**config.mk**
```make
export PLATFORM = sky130hd
export DESIGN_NAME = pio_irq_ctrl
export DESIGN_NICKNAME = d
export VERILOG_FILES = /design/src/rtl/pio_irq_pkg.sv /design/src/rtl/pio_ctl_reg.sv /design/src/rtl/pio_word_counter.sv /design/src/rtl/pio_req_logic.sv /design/src/rtl/pio_irq_ctrl.sv
export SDC_FILE = /design/constraint.sdc
export NUM_CORES = 1
export LEC_CHECK = 0
export CORE_MARGIN = 3
export CORE_UTILIZATION = 42
export CTS_BUF_LIST = sky130_fd_sc_hd__clkbuf_16
export DETAILED_ROUTE_END_ITERATION = 8
export PLACE_DENSITY_LB_ADDON = 0.05
export SLEW_MARGIN = 30
export SYNTH_ARGS = -nofsm -noshare
export SYNTH_HDL_FRONTEND = slang
export SYNTH_HIERARCHICAL = 1
export SYNTH_SLANG_ARGS = --single-unit
```
**constraint.sdc**
```tcl
create_clock -name clk -period 1.8 [get_ports clk]
set_input_delay 0.18 -clock clk [delete_from_list [all_inputs] [get_ports clk]]
set_output_delay 0.18 -clock clk [all_outputs]
set_load 0.005 [all_outputs]
```
**src/rtl/pio_irq_pkg.sv**
```systemverilog
package pio_irq_pkg;

  localparam int CTL_W = 12;

  // Control word layout, MSB first
  typedef struct packed {
    logic       pend_clr;   // 11: hold peripheral-end flop clear
    logic [2:0] out_hi;     // 10..8: control lines 5..3
    logic       attn_en;    // 7
    logic       cnt_rst;    // 6
    logic       cnt_load;   // 5
    logic       pe_dis;     // 4
    logic       zc_dis;     // 3
    logic [2:0] out_lo;     // 2..0: control lines 2..0
  } ctl_t;

  localparam ctl_t CTL_RESET = ctl_t'(12'h018);

  // bit position in the control word of general-purpose line i
  function automatic int unsigned out_pos(input int unsigned i);
    return (i < 3) ? i : i + 5;
  endfunction

endpackage

```
**src/rtl/pio_ctl_reg.sv**
```systemverilog
module pio_ctl_reg
  import pio_irq_pkg::*;
#(
  parameter int CNT_W  = 16,
  parameter int NUM_GP = 6
) (
  input  logic                       clk,
  input  logic                       rst,
  input  logic                       ctl_we,
  input  logic [CTL_W-1:0]           ctl_wdata,
  input  logic                       hold_we,
  input  logic [CNT_W-1:0]           hold_wdata,
  input  logic                       ie_we,
  input  logic                       ie_wdata,
  output ctl_t                       ctl_q,
  output logic [CNT_W-1:0]           hold_q,
  output logic                       ie_q,
  output logic [NUM_GP-1:0]          ctl_n
);

  logic [CTL_W-1:0] ctl_bits;

  always_ff @(posedge clk) begin
    if (rst) begin
      ctl_q  <= CTL_RESET;
      hold_q <= '0;
      ie_q   <= 1'b0;
    end else begin
      if (ctl_we)  ctl_q  <= ctl_t'(ctl_wdata);
      if (hold_we) hold_q <= hold_wdata;
      if (ie_we)   ie_q   <= ie_wdata;
    end
  end

  assign ctl_bits = ctl_q;

  for (genvar i = 0; i < NUM_GP; i++) begin : g_gp
    localparam int unsigned P = out_pos(i);
    assign ctl_n[i] = ~ctl_bits[P];
  end

endmodule

```
**src/rtl/pio_word_counter.sv**
```systemverilog
module pio_word_counter #(
  parameter int CNT_W = 16
) (
  input  logic             clk,
  input  logic             rst,
  input  logic             cnt_rst,
  input  logic             cnt_load,
  input  logic             strobe,
  input  logic             hs_busy,
  input  logic [CNT_W-1:0] hold,
  output logic [CNT_W-1:0] cnt,
  output logic             zero,
  output logic             invalid,
  output logic             ev_bad_load
);

  function automatic logic [CNT_W-1:0] next_count(
    input logic [CNT_W-1:0] cur,
    input logic [CNT_W-1:0] src,
    input logic             clr,
    input logic             ld,
    input logic             stb
  );
    if (clr)                   return '0;
    if (ld)                    return src;
    if (stb && (cur != '0))    return cur - CNT_W'(1);
    return cur;
  endfunction

  assign ev_bad_load = cnt_load & hs_busy;
  assign zero        = (cnt == '0);

  always_ff @(posedge clk) begin
    if (rst) begin
      cnt     <= '0;
      invalid <= 1'b0;
    end else begin
      cnt <= next_count(cnt, hold, cnt_rst, cnt_load, strobe);
      if (cnt_rst)          invalid <= 1'b0;
      else if (ev_bad_load) invalid <= 1'b1;
    end
  end

endmodule

```
**src/rtl/pio_req_logic.sv**
```systemverilog
module pio_req_logic (
  input  logic clk,
  input  logic rst,
  input  logic pend_clr,
  input  logic periph_end,
  input  logic attn_en,
  input  logic periph_attn,
  input  logic cnt_zero,
  input  logic zc_dis,
  input  logic pe_dis,
  input  logic host_ack,
  input  logic ie_q,
  output logic pend_q,
  output logic attn_q,
  output logic req_q,
  output logic ev_zero,
  output logic host_irq
);

  logic ev_pend;
  logic ev_set;

  assign ev_zero = cnt_zero & ~zc_dis;
  assign ev_pend = pend_q & ~pe_dis;
  assign ev_set  = ev_zero | ev_pend | attn_q;

  always_ff @(posedge clk) begin
    if (rst || pend_clr) pend_q <= 1'b0;
    else if (periph_end) pend_q <= 1'b1;
  end

  always_ff @(posedge clk) begin
    if (rst || !attn_en)  attn_q <= 1'b0;
    else if (periph_attn) attn_q <= 1'b1;
  end

  always_ff @(posedge clk) begin
    if (rst || host_ack) req_q <= 1'b0;
    else if (ev_set)     req_q <= 1'b1;
  end

  assign host_irq = req_q & ie_q;

endmodule

```
**src/rtl/pio_irq_ctrl.sv**
```systemverilog
module pio_irq_ctrl
  import pio_irq_pkg::*;
#(
  parameter int CNT_W  = 16,
  parameter int NUM_GP = 6
) (
  input  logic              clk,
  input  logic              rst,
  input  logic              ctl_we,
  input  logic [CTL_W-1:0]  ctl_wdata,
  input  logic              hold_we,
  input  logic [CNT_W-1:0]  hold_wdata,
  input  logic              ie_we,
  input  logic              ie_wdata,
  input  logic              word_strobe,
  input  logic              hs_busy,
  input  logic              periph_end,
  input  logic              periph_attn,
  input  logic              host_ack,
  output logic              host_irq,
  output logic [CNT_W-1:0]  cnt_value,
  output logic              cnt_zero,
  output logic              cnt_invalid,
  output logic              pend_flag,
  output logic              attn_flag,
  output logic [NUM_GP-1:0] ctl_n
);

  ctl_t             ctl_q;
  logic [CNT_W-1:0] hold_q;
  logic             ie_q;
  logic             req_q;
  logic             ev_zero;
  logic             ev_bad_load;

  pio_ctl_reg #(.CNT_W(CNT_W), .NUM_GP(NUM_GP)) u_reg (
    .clk        (clk),
    .rst        (rst),
    .ctl_we     (ctl_we),
    .ctl_wdata  (ctl_wdata),
    .hold_we    (hold_we),
    .hold_wdata (hold_wdata),
    .ie_we      (ie_we),
    .ie_wdata   (ie_wdata),
    .ctl_q      (ctl_q),
    .hold_q     (hold_q),
    .ie_q       (ie_q),
    .ctl_n      (ctl_n)
  );

  pio_word_counter #(.CNT_W(CNT_W)) u_cnt (
    .clk         (clk),
    .rst         (rst),
    .cnt_rst     (ctl_q.cnt_rst),
    .cnt_load    (ctl_q.cnt_load),
    .strobe      (word_strobe),
    .hs_busy     (hs_busy),
    .hold        (hold_q),
    .cnt         (cnt_value),
    .zero        (cnt_zero),
    .invalid     (cnt_invalid),
    .ev_bad_load (ev_bad_load)
  );

  pio_req_logic u_req (
    .clk         (clk),
    .rst         (rst),
    .pend_clr    (ctl_q.pend_clr),
    .periph_end  (periph_end),
    .attn_en     (ctl_q.attn_en),
    .periph_attn (periph_attn),
    .cnt_zero    (cnt_zero),
    .zc_dis      (ctl_q.zc_dis),
    .pe_dis      (ctl_q.pe_dis),
    .host_ack    (host_ack),
    .ie_q        (ie_q),
    .pend_q      (pend_flag),
    .attn_q      (attn_flag),
    .req_q       (req_q),
    .ev_zero     (ev_zero),
    .host_irq    (host_irq)
  );

endmodule

```
Yosys cells after proc, flatten, opt, wreduce, memory -nomap -nowiden --
Cells that the tools add are included.
Storage, ports and cells: bits in registers 49, input port bits 39, logic and storage cells 54
Operators by class: $add $sub $neg 1, mux-type cells 15, bitwise logic cells 14, reduce and logical (&&, ||, !) cells 9
Operator list (number):
- $mux 16 | 6
- $logic_not 16->1 | 1
- $reduce_bool 16->1 | 1
- $sub 16x1->16 const B | 1
- $mux 1 | 9
- $not 1->1 | 8
- $and 1x1->1 | 4
- $logic_or 1x1->1 | 3
- $reduce_bool 3->1 | 1
- $or 1x1->1 | 2
- $reduce_or 2->1 | 1
- $logic_and 1x1->1 | 1
- $logic_not 1->1 | 1

Logic depth before layout (Yosys ltp) --
Gate-level depths: netlist of the first run.
depth after elaboration 10, mapped depth 8

Cells and area by module --
Netlist of the first run, hierarchy kept.
Modules (own cells, without submodules):
- pio_ctl_reg | instances 1, cells an instance 100, area each 1076.0 um2, seq. area each 580.6 um2
- pio_word_counter | instances 1, cells an instance 116, area each 999.7 um2, seq. area each 340.3 um2
- pio_req_logic | instances 1, cells an instance 12, area each 121.4 um2, seq. area each 60.1 um2

Worst setup path before layout of the first run --
No wires, ideal clock.
kind register to register, start register u_cnt.cnt[0], end register u_cnt.cnt[14], setup time 0.115 ns, arrival time 1.893 ns, setup slack -0.207 ns, cell stages (with the launch flop) 8, cell sequence dfxtp_1 > inv_1 > ha_1 > or4bb_1 > nor4_1 > o2111ai_1 > xor2_1 > a2111oi_0
On the way: word-level cells in the longest chain between the ends 7, elaborated cells on any way between the ends 12, those cells by class 1 x add/sub; 8 x mux; 3 x reduce/logical
RTL lines:
- start: declaration | RTL line pio_word_counter.sv:11 | output logic [CNT_W-1:0] cnt,
- start signal: assignment | RTL line pio_word_counter.sv:38 | cnt <= next_count(cnt, hold, cnt_rst, cnt_load, strobe);
- parallel branches: the longest is 7 deep, another holds $sub 16x1->16
Several ways; the timed one is not identified. The select of a mux whose other input is x is not followed. A chain may end at the register's enable or synchronous reset.

Worst setup path after layout of the first run --
start register u_cnt.cnt[10], end register u_cnt.cnt[13]
The elaborated chain is that of the path after synthesis.

==> out/metrics.yaml, run 1 <==
status: "finished, violations left"
violations: "negative setup slack"
crit_fanout: 3
num_rows: 25
yosysTopAreaCell: "dfxtp_1"
ant_nets: 0
worst_pin_slew_ps: 311
place.gp.congestion: 0.817
rsz0062_at_grt: "true"
fin_nets: 363
firstDrtPassIters: 4
n_antenna_cell: 0
grt_max_degree: 35
wirelength_um: 5260
synth.area.top_cells: "dfxtp_1, mux2i_1, nor2_1"
async_reset_ff_share_pct: 0
hpwlAfterDp_um: 3820
drive_gt1_share_pct: 22.9
yosys-top-cells-count: "dfxtp_1, nor2_1, mux2i_1"
grt-ovfl-total: 0
htree_levels: 2
syn_to_final_growth_pct: 56.8
final_hold_viol_count: 0
clock_path_buffers: 2
fin_skew_ps: 4.49
synth_cells: 228
wl_per_cell_um: 13.5
num-fill-cells: 396
clock-sinks: 49
synth-edff-count: 0
finalCriticalPeriod_ps: 1980
setup_tns_ps: -882
multi_input_area_mm2: 0.00122
clk_pin_slew_worst_paths_ps: 60
final_area_mm2: 0.00345
initial_utilization_pct: 45.0
ir_drop_uv: 601
crit_required_ps: 1970
cp_top_family: "simple AND/OR/NAND/NOR gates"
synth.most_common_cell: "dfxtp_1"
viasPerCell: 4.93
synth_top_area_share_pct: 44.6
cp-end-kind: "flop"
slowest_delay_ps: 560
core-area_mm2: 0.00488
hold_path_class: "reg -> reg"
io_buffer_count: 65
fin_cells: 390
root_buffer: "clkbuf_16"
ys.flop_type: "dfxtp_1"
drt_iter0_drc: 74
utilization_pct: 70.6
slew_headroom_pct: 78.7
numCtsBuffers: 5
seq_area_frac_synth_pct: 44.6
powerDensity_mw_per_mm2: 1050
worst-path-buf-inv: 1
io_pins: 66
fmax_mhz: 505
cp_slowest_cell: "or4_4"
use_met3_pct: 4.24
cts_hold_buf: 0
worst_slack_ps: -178
yosysUniqueCellTypes: 46
num_vias: 1922
grt_busiest_layer: "met2"
leakagePower_nw: 1.38
arrival_ps: 2150
seqCellArea_um2: 985
die_w_um: 78.3
path_cells: "or4_4, buf_4, or2_4, a2111oi_4, xnor2_1, a21oi_1"
grt_pass1_vias: 1934
yosys_warnings: 6
drc: 0
dieHeight_um: 78.3
grt_usage_pct: 17.7
place_inst: 377
die-area_mm2: 0.00613
dpl_cell_area_mm2: 0.00311
startpoint_type: "flop"
setup_violations: 11
synth_area_mm2: 0.00220
critPathKind: "reg -> reg"
use_met2_pct: 30.0
synth-seq-cells: 49
cts_tree: "yes"
max_cap_violations: 0
grt_pass1_wl_um: 8760
drv_slew: 0
syn_area_per_cell_um2: 9.64
antenna_found_initial: 0
synthesis.nets: 269
clock_latency_ps: 280
fin_crit_sh_pct: 110
met1_usage_pct: 22.3
==> worst register-to-register path, stage by stage, from the launching register on <==
cell	delay, ps
dfxtp_2	320
or4_4	560
buf_4	170
or2_4	250
a2111oi_4	340
xnor2_1	150
a21oi_1	80
==> flip-flops by register name, indices dropped and copies added, names as in the netlist <==
name / flops
u_cnt/cnt: 16
u_reg/hold_q: 16
u_reg/ctl_q: 12
u_cnt/invalid: 1
u_reg/ie_q: 1
u_req/attn_q: 1
u_req/pend_q: 1
u_req/req_q: 1
==> what timing repair did <==
action                                  CTS  global route
gates cloned                              1             0
gates resized for setup                  21            16
endpoints found under the setup margin   11            18
pin swaps                                12             8
setup buffers                             3             1
==> power breakdown <==
part / leakage (nW) / internal [W] / switching (W)
clock network: 0.0826 / 0.000645 / 0.000377
registers: 0.405 / 0.00119 / 0.0000598
logic: 0.890 / 0.000752 / 0.000583
==> stage by stage <==
step                power, W  hold WS [ps]  setup slack, ps
finish               0.00360           431             -178
detailed placement   0.00234           417             -579
floorplan            0.00185           256             -113
CTS                  0.00356           433             -214
global route         0.00379           455             -306
global placement     0.00233           418             -503
==> cells in the final DEF, fill, tap and decap left out, drive strengths merged, types with 2 or more instances in the layout <==
cell type       n
nor3            6
a2111oi         3
a211o           2
o21ai          14
inv            10
mux2i          27
ha              2
nor4            4
nor2           39
clkbuf          5
and2            4
nand4           2
or3             2
a211oi          2
xnor2          11
clkdlybuf4s50  63
buf            35
dfxtp          49
xor2            2
a21oi          17
or4             2
nor2b           4
==> layer usage <==
| layer | routed length, um | vias to the layer above |
|---|---|---|
| li1 | - | 987 |
| met1 | 2320 | 882 |
| met2 | 2620 | 51 |
| met3 | 297 | 2 |
| met4 | 27 | 0 |
| met5 | 0 | - |
==> path summary, 6_finish.rpt <==
kind                                      start            end  slack (ps)  cells after the start
worst min register to register  u_reg/ctl_q[11]   u_req/pend_q         430                      1
worst min-delay path            u_reg/ctl_q[11]   u_req/pend_q         430                      1
worst max register to register    u_cnt/cnt[10]  u_cnt/cnt[13]        -180                      6
worst max-delay path              u_cnt/cnt[10]  u_cnt/cnt[13]        -180                      6
==> logic make-up after synthesis <==
family	share of synthesized area, %
flops	44.6
buf+inv	6.09
compound gates	12.8
xor+xnor	5.18
simple gates	17.4
mux	12.8
fa+ha+maj	1.14
==> cell type report <==
| class | count | area share (%) |
|---|---|---|
| clock inverter | 3 | 1.09 |
| multi-input combinational | 158 | 35.5 |
| tap | 67 | 2.43 |
| inverter | 9 | 0.980 |
| clock buffer | 5 | 3.63 |
| sequential | 49 | 28.6 |
| timing repair buffer | 99 | 27.8 |
Note: power is estimated with default switching activity, not from simulation.
==> run 2: changes to the inputs <==
- MAX_ROUTING_LAYER: default -> met4
==> out/metrics.yaml, run 2 (synthesized netlist as in run 1, its figures left out) <==
drive_gt1_share_pct: 22.9  # unchanged
n_antenna_cell: 0  # unchanged
hold_path_class: "reg -> reg"
status: "finished, violations left"
grt_usage_pct: 18.1  # +0.46 points
dieHeight_um: 78.3  # unchanged
final_cell_mix: "clkdlybuf4s50_1, dfxtp_1, nor2_1"
rrSetupSlack_ps: -180  # about the same
drc: 0  # unchanged
crit_required_ps: 1970  # about the same
grt_max_degree: 35  # unchanged
fin_crit_sh_pct: 110  # about the same
setup_violations: 11  # unchanged
firstDrtPassIters: 4  # unchanged
grt-ovfl-total: 0  # unchanged
wirelength_um: 5280  # +0.30%
root_buffer: "clkbuf_16"
die_w_um: 78.3  # unchanged
io_pins: 66  # unchanged
io_buffer_count: 65  # unchanged
num-fill-cells: 396  # unchanged
startpoint_type: "flop"
whs_endpoint: "u_req/pend_q"
clock-sinks: 49  # unchanged
num_rows: 25  # unchanged
max_cap_violations: 0  # unchanged
cts_tree: "yes"
clock_path_buffers: 2  # unchanged
finalCriticalPeriod_ps: 1980  # +1.17 ps
critPathKind: "reg -> reg"
viasPerCell: 4.93  # +0.10%
violations: "negative setup slack"
ir_drop_uv: 597  # -0.69%
clock_latency_ps: 280  # about the same
reg2reg_to: "u_cnt/cnt[13]"
initial_utilization_pct: 45.0  # unchanged
reg2reg_from: "u_cnt/cnt[10]"
slew_headroom_pct: 78.7  # unchanged
dpl_cell_area_mm2: 0.00311  # unchanged
drv_slew: 0  # unchanged
drt_iter0_drc: 80  # +8.1%
fmax_mhz: 505  # about the same
cp-end-kind: "flop"
htree_levels: 2  # unchanged
fin_hold_ws_ps: 430  # -0.828 ps
antenna_found_initial: 0  # unchanged
r2r_cells: 6  # unchanged
setup_tns_ps: -908  # -25.6 ps
utilization_pct: 70.6  # unchanged
multi_input_area_mm2: 0.00122  # unchanged
layout_commonest_cell: "clkdlybuf4s50_1"
min_from: "u_reg/ctl_q[11]"
numCtsBuffers: 5  # unchanged
worst_slack_ps: -180  # -1.17 ps
fin_nets: 363  # unchanged
hpwlAfterDp_um: 3820  # unchanged
reg_top3: "u_cnt/cnt x16, u_reg/hold_q x16, u_reg/ctl_q x12"
crit_fanout: 3  # unchanged
grt_pass1_vias: 1935  # +0.052%
ant_nets: 0  # unchanged
rsz0062_at_grt: "true"
final_hold_viol_count: 0  # unchanged
cp_slowest_cell: "or4_4"
path_cells: "or4_4, buf_4, or2_4, a2111oi_4, xnor2_1, a21oi_1"
leakagePower_nw: 1.38  # unchanged
syn_to_final_growth_pct: 56.8  # unchanged
clk_pin_slew_worst_paths_ps: 60  # about the same
grt_pass1_wl_um: 8760  # about the same
core-area_mm2: 0.00488  # unchanged
place.gp.congestion: 0.829  # +1.5%
num_vias: 1924  # +0.10%
hold_path_depth: 1  # unchanged
slowest_delay_ps: 560  # about the same
seqCellArea_um2: 985  # unchanged
fin_skew_ps: 4.09  # -0.396 ps
worst_pin_slew_ps: 311  # unchanged
powerDensity_mw_per_mm2: 1050  # +0.11%
final_area_mm2: 0.00345  # unchanged
die-area_mm2: 0.00613  # unchanged
wl_per_cell_um: 13.5  # +0.30%
arrival_ps: 2150  # about the same
## run 2: cell counts in the layout (fill, tap and decap cells not counted)
No cell type changed its count.
## run 2: area by class of cell
type	instances	share of cell area, %
flip-flops and latches	49	28.6
clock inverters	3	1.09
well taps	67	2.43
clock buffers	5	3.63
repair buffers	99	27.8
multi-input cells	158	35.5
inverters	9	0.980
## run 2: power breakdown
part / switching (W) / leakage [nW] / internal, W
Combinational: 0.000586 / 0.890 / 0.000752
Sequential: 0.0000598 / 0.405 / 0.00119
Clock: 0.000378 / 0.0826 / 0.000645
## run 2: how the worst max path moves through the flow
stage                         end  slack (ps)           from  cells past startpoint
floorplan           u_cnt/cnt[14]        -110   u_cnt/cnt[0]                      7
global placement    u_cnt/cnt[13]        -500    word_strobe                      6
detailed placement  u_cnt/cnt[14]        -580    word_strobe                      6
CTS                      cnt_zero        -210  u_cnt/cnt[10]                      4
global route        u_cnt/cnt[14]        -300   u_cnt/cnt[0]                      7
finish              u_cnt/cnt[13]        -180  u_cnt/cnt[10]                      6
## run 2: through the flow
step / setup slack (ps) / std cells / total power, W
floorplan: -113 / 228 / 0.00185
global placement: -503 / 377 / 0.00233
detailed placement: -579 / 377 / 0.00234
CTS: -214 / 389 / 0.00356
global route: -305 / 390 / 0.00379
finish: -180 / 390 / 0.00361
## run 2: timing repair
action | in CTS | in global routing
gates resized for setup | 21 | 16
gates cloned | 1 | 0
hold buffers | 0 | 0
pin swaps | 12 | 8
buffers inserted | 3 | 1
setup endpoints to repair | 11 | 18
## run 2: per-layer routing
metal  wire length, um  up-vias  track usage, %
met5                 0        -               -
met4                27        0            4.90
met3               233        2            3.56
met2              2630       46            30.2
met1              2390      888            22.5
li1                  -      988               -
## run 2: worst max-delay path: cells and delay by family, from the launching register on
kind	cells	cell delay (ps)
AO/OA/AOI/OAI	2	420
flip-flops	1	320
XOR/XNOR	1	150
buffers and inverters	1	170
AND/OR/NAND/NOR	2	810
